$ cat src/rtl/sb_issue_ctrl.sv
module sb_issue_ctrl #(
  parameter int NREG = 16,
  parameter int DW   = 16,
  parameter int WIN  = 4,
  parameter int NFU  = 4,
  localparam int RW  = $clog2(NREG),
  localparam int FW  = $clog2(NFU),
  localparam int CW  = $clog2(WIN + 1),
  localparam int IW  = (WIN > 1) ? $clog2(WIN) : 1
) (
  input  logic          clk,
  input  logic          rst_n,
  input  logic          iss_valid,
  input  logic [RW-1:0] iss_dst,
  input  logic [RW-1:0] iss_src_a,
  input  logic [RW-1:0] iss_src_b,
  input  logic [FW-1:0] iss_unit,
  input  logic [NFU-1:0] unit_busy,
  input  logic          wb_valid,
  input  logic [RW-1:0] wb_reg,
  input  logic [DW-1:0] wb_data,
  output logic          iss_stall,
  output logic          disp_valid,
  output logic [RW-1:0] disp_dst,
  output logic [FW-1:0] disp_unit,
  output logic [DW-1:0] disp_opa,
  output logic [DW-1:0] disp_opb,
  output logic [CW-1:0] occupancy
);

  logic [NREG-1:0] resv, resv_n;
  logic [DW-1:0]   rf [NREG];

  logic [CW-1:0]   cnt, cnt_n;
  logic [WIN-1:0]  ok_a, ok_b, ok_a_n, ok_b_n;
  logic [RW-1:0]   w_dst [WIN], w_dst_n [WIN];
  logic [FW-1:0]   w_unit [WIN], w_unit_n [WIN];
  logic [RW-1:0]   tag_a [WIN], tag_a_n [WIN];
  logic [RW-1:0]   tag_b [WIN], tag_b_n [WIN];
  logic [DW-1:0]   val_a [WIN], val_a_n [WIN];
  logic [DW-1:0]   val_b [WIN], val_b_n [WIN];

  logic [WIN-1:0]  s_ok_a, s_ok_b;
  logic [DW-1:0]   s_val_a [WIN], s_val_b [WIN];
  logic [WIN-1:0]  rdy;
  logic [IW-1:0]   sel;
  logic            full, iss_fire;
  logic            new_ok_a, new_ok_b;
  logic [DW-1:0]   new_val_a, new_val_b;
  logic [CW-1:0]   ins_pos;

  assign full      = (cnt == CW'(WIN));
  assign iss_stall = iss_valid && (resv[iss_dst] || unit_busy[iss_unit] || full);
  assign iss_fire  = iss_valid && !iss_stall;
  assign occupancy = cnt;

  assign new_ok_a  = !resv[iss_src_a] || (wb_valid && wb_reg == iss_src_a);
  assign new_ok_b  = !resv[iss_src_b] || (wb_valid && wb_reg == iss_src_b);
  assign new_val_a = resv[iss_src_a] ? wb_data : rf[iss_src_a];
  assign new_val_b = resv[iss_src_b] ? wb_data : rf[iss_src_b];

  genvar g;
  generate
    for (g = 0; g < WIN; g++) begin : g_slot
      assign rdy[g] = (CW'(g) < cnt) && ok_a[g] && ok_b[g];
      assign s_ok_a[g]  = ok_a[g] || (wb_valid && tag_a[g] == wb_reg);
      assign s_ok_b[g]  = ok_b[g] || (wb_valid && tag_b[g] == wb_reg);
      assign s_val_a[g] = ok_a[g] ? val_a[g] : wb_data;
      assign s_val_b[g] = ok_b[g] ? val_b[g] : wb_data;
    end
  endgenerate

  always_comb begin
    sel = '0;
    for (int i = WIN - 1; i >= 0; i--)
      if (rdy[i]) sel = IW'(i);
  end

  assign disp_valid = |rdy;
  assign disp_dst   = w_dst[sel];
  assign disp_unit  = w_unit[sel];
  assign disp_opa   = val_a[sel];
  assign disp_opb   = val_b[sel];

  assign ins_pos = cnt - CW'(disp_valid);
  assign cnt_n   = cnt + CW'(iss_fire) - CW'(disp_valid);

  always_comb begin
    for (int j = 0; j < WIN; j++) begin
      int src;
      src = (disp_valid && j >= int'(sel) && j < WIN - 1) ? j + 1 : j;
      ok_a_n[j]   = s_ok_a[src];
      ok_b_n[j]   = s_ok_b[src];
      w_dst_n[j]  = w_dst[src];
      w_unit_n[j] = w_unit[src];
      tag_a_n[j]  = tag_a[src];
      tag_b_n[j]  = tag_b[src];
      val_a_n[j]  = s_val_a[src];
      val_b_n[j]  = s_val_b[src];
      if (iss_fire && CW'(j) == ins_pos) begin
        ok_a_n[j]   = new_ok_a;
        ok_b_n[j]   = new_ok_b;
        w_dst_n[j]  = iss_dst;
        w_unit_n[j] = iss_unit;
        tag_a_n[j]  = iss_src_a;
        tag_b_n[j]  = iss_src_b;
        val_a_n[j]  = new_val_a;
        val_b_n[j]  = new_val_b;
      end
    end
  end

  always_comb begin
    resv_n = resv;
    if (wb_valid) resv_n[wb_reg] = 1'b0;
    if (iss_fire) resv_n[iss_dst] = 1'b1;
  end

  always_ff @(posedge clk) begin
    if (!rst_n) begin
      resv <= '0;
      cnt  <= '0;
      ok_a <= '0;
      ok_b <= '0;
      for (int r = 0; r < NREG; r++) rf[r] <= '0;
    end else begin
      resv <= resv_n;
      cnt  <= cnt_n;
      ok_a <= ok_a_n;
      ok_b <= ok_b_n;
      if (wb_valid) rf[wb_reg] <= wb_data;
    end
  end

  always_ff @(posedge clk) begin
    for (int j = 0; j < WIN; j++) begin
      w_dst[j]  <= w_dst_n[j];
      w_unit[j] <= w_unit_n[j];
      tag_a[j]  <= tag_a_n[j];
      tag_b[j]  <= tag_b_n[j];
      val_a[j]  <= val_a_n[j];
      val_b[j]  <= val_b_n[j];
    end
  end


  occ_bound_chk: assert property (@(posedge clk) disable iff (!rst_n)
    cnt <= CW'(WIN));


  resv_set_chk: assert property (@(posedge clk) disable iff (!rst_n)
    iss_fire |=> resv[$past(iss_dst)]);


  resv_clr_chk: assert property (@(posedge clk) disable iff (!rst_n)
    (wb_valid && !(iss_fire && iss_dst == wb_reg)) |=> !resv[$past(wb_reg)]);


  disp_leave_chk: assert property (@(posedge clk) disable iff (!rst_n)
    (disp_valid && !iss_fire) |=> cnt == $past(cnt) - CW'(1));

  generate
    for (g = 0; g < WIN; g++) begin : g_inv

      wait_a_chk: assert property (@(posedge clk) disable iff (!rst_n)
        (CW'(g) < cnt && !ok_a[g]) |-> resv[tag_a[g]]);

      wait_b_chk: assert property (@(posedge clk) disable iff (!rst_n)
        (CW'(g) < cnt && !ok_b[g]) |-> resv[tag_b[g]]);
    end
  endgenerate

endmodule

$ cat config.mk
export PLATFORM = sky130hd
export DESIGN_NAME = sb_issue_ctrl
export DESIGN_NICKNAME = d
export VERILOG_FILES = /design/src/rtl/sb_issue_ctrl.sv
export SDC_FILE = /design/constraint.sdc
export NUM_CORES = 1
export LEC_CHECK = 0
export ABC_CLOCK_PERIOD_IN_PS = 11900
export BUFFER_PORTS_ARGS = -buffer_cell sky130_fd_sc_hd__buf_2
export CORE_MARGIN = 3
export CORE_UTILIZATION = 45
export CTS_CLUSTER_SIZE = 28
export DETAILED_ROUTE_END_ITERATION = 8
export GPL_TIMING_DRIVEN = 0
export SLEW_MARGIN = 20
export SYNTH_ARGS = -nofsm -noshare
export SYNTH_HDL_FRONTEND = slang
export SYNTH_SLANG_ARGS = --single-unit
$ cat constraint.sdc
create_clock -name clk -period 11.9 [get_ports clk]
set_clock_uncertainty 0.05 [all_clocks]
set_input_delay 1.785 -clock clk [delete_from_list [all_inputs] [get_ports clk]]
set_output_delay 1.785 -clock clk [all_outputs]
set_load 0.02 [all_outputs]
==> results of run 1 <==
==> flip-flops by register name (all words and copies together) (netlist names), 4 cells and up <==
| register | flops |
|---|---|
| w_dst | 16 |
| tag_b | 16 |
| val_b | 64 |
| ok_b | 4 |
| tag_a | 16 |
| w_unit | 8 |
| val_a | 64 |
| ok_a | 4 |
| resv | 16 |
| rf | 256 |
==> cells in the mapped netlist (7+ instances only) <==
master    instances
a211oi_1         70
a21oi_1         112
a22oi_1          68
a31oi_1          40
and2_1          307
buf_1            14
buf_2            55
clkbuf_1        135
dfxtp_1         155
edfxtp_1        312
inv_1            17
mux2_2           25
mux2i_1         189
mux4_2          137
nand2_1         167
nand3_1           9
nand3b_1          7
nor2_1           40
nor2b_1          42
o21ai_0         105
o21ai_1          12
o22a_1           32
o22ai_1          10
xnor2_1          12
xor2_1           30
==> power groups by stage <==
stage / Sequential, mW / Clock, mW / Combinational [mW]
2_1_floorplan: 2.01 / 0 / 0.640
3_3_place_gp: 2.04 / 0 / 0.915
3_5_place_dp: 2.04 / 0 / 0.940
4_1_cts: 2.01 / 1.64 / 0.944
5_1_grt: 2.03 / 1.71 / 1.03
6_report: 2.01 / 1.62 / 0.957
==> critical path, cell delays in order (launching register included) <==
cell	delay, ns
dfxtp_1	0.40
inv_1	0.13
ha_1	0.25
nor2b_1	0.16
o21ai_0	0.22
a21o_1	0.19
clkbuf_1	0.60
buf_2	0.47
clkbuf_1	0.59
nand2_1	0.14
a31oi_1	0.36
buf_2	0.24
==> per-stage QoR <==
step	setup slack [ns]	cells	util	instance area, µm²
6_report	5.694	3119	0.5177	28800
4_1_cts	5.769	3118	0.5177	28800
3_3_place_gp	5.869	3007	0.4827	26850
5_1_grt	5.551	3118	0.5177	28800
2_1_floorplan	6.955	2179	-	25520
3_5_place_dp	6.280	3020	0.4874	27110
==> cell families after synthesis <==
logic type      share of synthesized area
buf+inv                           0.03932
fa+ha+maj                        0.003727
xor+xnor                          0.01442
mux                                0.2081
compound gates                     0.1177
simple gates                       0.1279
flops                              0.4888
==> metal layers <==
metal / vias up / global-route usage
met5: - / 0
met1: 9694 / 0.3822
met4: 0 / 0.09347
met3: 154 / 0.05910
met2: 975 / 0.4440
li1: 8444 / -
==> how the worst max path moves through the flow <==
| stage | start | to | slack [ns] | cells after the start |
|---|---|---|---|---|
| CTS | occupancy[1] | disp_opb[3] | 5.77 | 11 |
| detailed placement | iss_dst[0] | iss_stall | 6.28 | 8 |
| floorplan | iss_dst[2] | iss_stall | 6.95 | 6 |
| global placement | wb_reg[3] | rf[13][10] | 5.87 | 4 |
| global route | occupancy[1] | disp_opb[5] | 5.55 | 11 |
| finish | occupancy[1] | disp_opb[3] | 5.69 | 11 |
==> cell type report <==
cell class | instances | area, µm² | share of cell area
clock buffer | 67 | 1398 | 0.04852
sequential | 467 | 12470 | 0.4330
timing repair buffer | 93 | 563.0 | 0.01955
clock inverter | 31 | 289.0 | 0.01003
antenna | 1 | 2.502 | 0.00008688
inverter | 17 | 63.81 | 0.002215
multi-input combinational | 1480 | 12140 | 0.4215
tap | 748 | 935.9 | 0.03249
buffer | 215 | 939.7 | 0.03262
==> metrics.csv, run 1 <==
metric,value,unit
status,"finished, final reports clean",
cp_data_required_time,10.07,ns
cts_buffers,52,
period_needed,6.206,ns
ys_ff_latch,467,
synth_seq_area_share,0.4888,
hold_viol_final,0,
synthArstFlopShare,0,
wl_per_cell,26.92,µm
crit_fanout,10,
whs,0.4642,ns
drc,0,
initial_core_util,0.4587,
syn_area,25520,µm²
die_y,244.1,µm
min_path_type,register to register,
viasPerCell,6.177,
vias,19270,
wl_met1,34.12,mm
synth_top_area_frac,0.3672,
cts_buffer_depth,3,
ys.flop_type,edfxtp_1,
r2r_start,occupancy[1],
coreArea,55630,µm²
numPortBuffers,80,
routed.top_layer,met4,
syn_nets,2228,
hold_start,resv[11],
drive_gt1_frac,0.1819,
drt-pass1-iter-count,5,
final_antenna_net_count,0,
synth.avg_cell_area,11.71,µm²
fillers,4918,
cp-end-kind,output pin,
setup_tns,0,ns
p_per_area,159.5,nW/µm²
cts_resized,0,
reg2reg_slack,6.18,ns
post_cts_buffers,0,
syn_inst,2179,
switching_power,1.383,mW
fmax,161.1,MHz
holdPathStages,2,
clkPwrFrac,0.353,
sw_frac_of_total,0.3010,
slew_headroom,0.2967,
die_area,59600,µm²
start_kind,register,
dp_hpwl,62.53,mm
clkSinkCount,467,
reg2reg_depth,18,
drt-total-wl,83.95,mm
area_growth,12.88,%
grt_pass1_vias,19280,
grt_pass1_wl,125.0,mm
grt_start_max_net_pins,18,
grtUsageTotal,0.2793,
internal-power,3.212,mW
maxSlewViolCount,0,
power.leakage,10.50,nW
cts_hold_buf,0,
antenna_found_initial,3,
final_common_cell,edfxtp_1,
wl_met2,38.83,mm
synth-edff-count,312,
synth_warnings,0,
final_cell_mix,"312 x edfxtp_1, 307 x and2_1, 189 x mux2i_1",
rsz0062_at_grt,false,
dieWidth,244.1,µm
cts_max_level,2,
rows,86,
ys_top_cells_by_area,"edfxtp_1 37%, dfxtp_1 12%, mux4_2 12%",
routabilityCongestion,0.9189,
drt_iter0_drc,1983,
wl_met3,8.301,mm
grt-ovfl-total,0,
clk_latency,0.63,ns
ys_types,57,
worst_pin_slew,1.055,ns
setup_viol,0,
cts_tree,yes,
arrival,4.37,ns
max-vdd-ir-drop,106.0,µV
pwr-share-comb,0.208,
path_clk_slew,0.06,ns
final_nets,2375,
finalPower,4.595,mW
fin_crit_sh,0.5215,
r2r_end,tag_b[1][3],
ioPinCount,85,
seqPwrFrac,0.438,
clock-root-buffer,clkbuf_16,
critPathKind,register to output pin,
synth_area_leader_cell,edfxtp_1,
holdPathEnd,resv[11],
max-cap-violations,0,
Power figures use the tool's default switching activity.
==> inputs of run 2 (changes only) <==
ABC_CLOCK_PERIOD_IN_PS = 5130   (was 11900)
clock period = 5.13 ns   (was 11.9 ns; I/O delays follow)
==> run 2 against run 1 <==
Compared with the run above: die area unchanged; critical path depth grew 7; count of clock-buffer cells in the layout is the same; sequential cell count did not move; core utilization increased by 0.088 points; critical path type is now register to register; critical endpoint is now tag_b[0][1]; largest power group unchanged; highest routed layer unchanged.
==> metrics.csv, run 2 (synthesized netlist as in run 1, its figures left out) <==
metric,value,unit
status,"finished, final reports clean",
fin_cells,3123,
wl_met1,33.92,mm
clk_latency,0.63,ns
hold_viol_final,0,
grt_pass1_wl,125.0,mm
max-cap-violations,0,
fillers,4909,
critPathKind,register to register,
clkSinkCount,467,
dieWidth,244.1,µm
final_antenna_net_count,0,
routed.top_layer,met4,
wl_per_cell,26.86,µm
initial_core_util,0.4587,
ioPinCount,85,
grt_pass1_vias,19290,
drc,0,
whs,0.3046,ns
final_nets,2378,
rsz0062_at_grt,false,
cts_max_level,2,
drt-pass1-iter-count,6,
drt-total-wl,83.89,mm
slew_headroom,0.2975,
final_util,0.5186,
p_per_area,369.5,nW/µm²
final_common_cell,edfxtp_1,
numPortBuffers,80,
internal-power,7.453,mW
final_cell_mix,"312 x edfxtp_1, 307 x and2_1, 189 x mux2i_1",
cp_slowest_cell,or2_2,
antenna_found_initial,2,
power.leakage,10.52,nW
path_clk_slew,0.06,ns
largest-register,rf,
sw_frac_of_total,0.3008,
drive_gt1_frac,0.1850,
arrival,5.10,ns
pwr-share-comb,0.209,
crit_buf_inv,6,
start_kind,register,
maxSlewViolCount,0,
clock-root-buffer,clkbuf_16,
min_path_type,input pin to register,
drt_iter0_drc,2055,
cts_buffers,52,
cp_data_required_time,5.33,ns
top_regs,"rf x256, val_a x64, val_b x64",
max_stage_delay,0.45,ns
switching_power,3.206,mW
fmax,204.0,MHz
rows,86,
wl_met2,38.90,mm
largest_reg_flops,256,
seqPwrFrac,0.438,
worst_pin_slew,1.054,ns
wl_met3,8.339,mm
crit_fanout,14,
max-vdd-ir-drop,245.4,µV
die_area,59600,µm²
period_needed,4.902,ns
path_cells,inv_1 > ha_1 > nor2b_1 > o21ai_0 > buf_2 > nor2b_1 > buf_2 > clkbuf_4 > nand2_1 > ha_1 > ha_1 > xnor2_1 > o211ai_1 > nor4_4 > and4_1 > buf_2 > buf_6 > or2_2,
fin_crit_sh,0.9556,
grt_start_max_net_pins,18,
die_y,244.1,µm
cp-end-kind,register,
viasPerCell,6.147,
setup_viol,0,
dp_hpwl,62.53,mm
coreArea,55630,µm²
vias,19200,
clkPwrFrac,0.353,
grtUsageTotal,0.2793,
grt-ovfl-total,0,
cts_tree,yes,
placedCellCount,3020,
routabilityCongestion,0.9189,
area_growth,13.07,%
cp_top_family,simple AND/OR/NAND/NOR gates,
cts_buffer_depth,3,
==> run 2: changes by cell type in the layout (fill, tap and decap cells not counted), sizes merged <==
cell,change
clkinvlp,+1
inv,-1
clkbuf,+1
diode,+1
buf,+2
==> run 2: final cells by class <==
type / instances / area [µm²] / share of cell area
sequential: 467 / 12470 / 0.4323
timing repair buffer: 96 / 585.6 / 0.02030
clock inverter: 31 / 289.0 / 0.01002
antenna: 2 / 5.005 / 0.0001735
buffer: 215 / 944.7 / 0.03274
multi-input combinational: 1480 / 12150 / 0.4213
tap: 748 / 935.9 / 0.03244
clock buffer: 67 / 1398 / 0.04844
inverter: 17 / 67.56 / 0.002342
==> run 2: per-stage QoR <==
step / setup TNS, ns / worst slack [ns] / power (mW) / instance area (µm²)
2_1_floorplan: 0 / 0.9325 / 6.156 / 25520
3_3_place_gp: -6.255 / -0.3996 / 6.846 / 26850
3_5_place_dp: -7.451 / -0.4495 / 6.920 / 27110
4_1_cts: 0 / 0.02479 / 10.66 / 28840
5_1_grt: 0 / 0.003399 / 11.06 / 28850
6_report: 0 / 0.2275 / 10.66 / 28850
==> run 2: power groups by stage <==
stage / clock network, mW / registers, mW / logic [mW]
global placement: 0 / 4.72 / 2.12
finish: 3.77 / 4.67 / 2.22
floorplan: 0 / 4.67 / 1.49
detailed placement: 0 / 4.74 / 2.18
global route: 3.96 / 4.71 / 2.39
CTS: 3.81 / 4.66 / 2.19
==> run 2: timing repair <==
| action | in CTS | in global routing |
|---|---|---|
| hold buffers | 0 | 0 |
| setup buffers | 2 | 1 |
| resized for setup | 5 | 3 |
| cloned | 0 | 0 |
| pin swaps | 0 | 1 |
| endpoints found under the setup margin | 42 | 67 |
==> run 2: final timing paths <==
kind,start,end,slack [ns],cells after the start
worst max-delay path,occupancy[1],tag_b[0][1],0.23,18
worst max register to register,occupancy[1],tag_b[0][1],0.23,18
worst min-delay path,iss_src_b[3],tag_b[3][3],0.30,1
worst min register to register,resv[11],resv[11],0.46,2
==> run 2: metal layers <==
layer  GRT usage  vias to the layer above
met4     0.09347                        0
li1            -                     8471
met2      0.4444                      958
met3     0.05910                      160
met1      0.3819                     9607
met5           0                        -
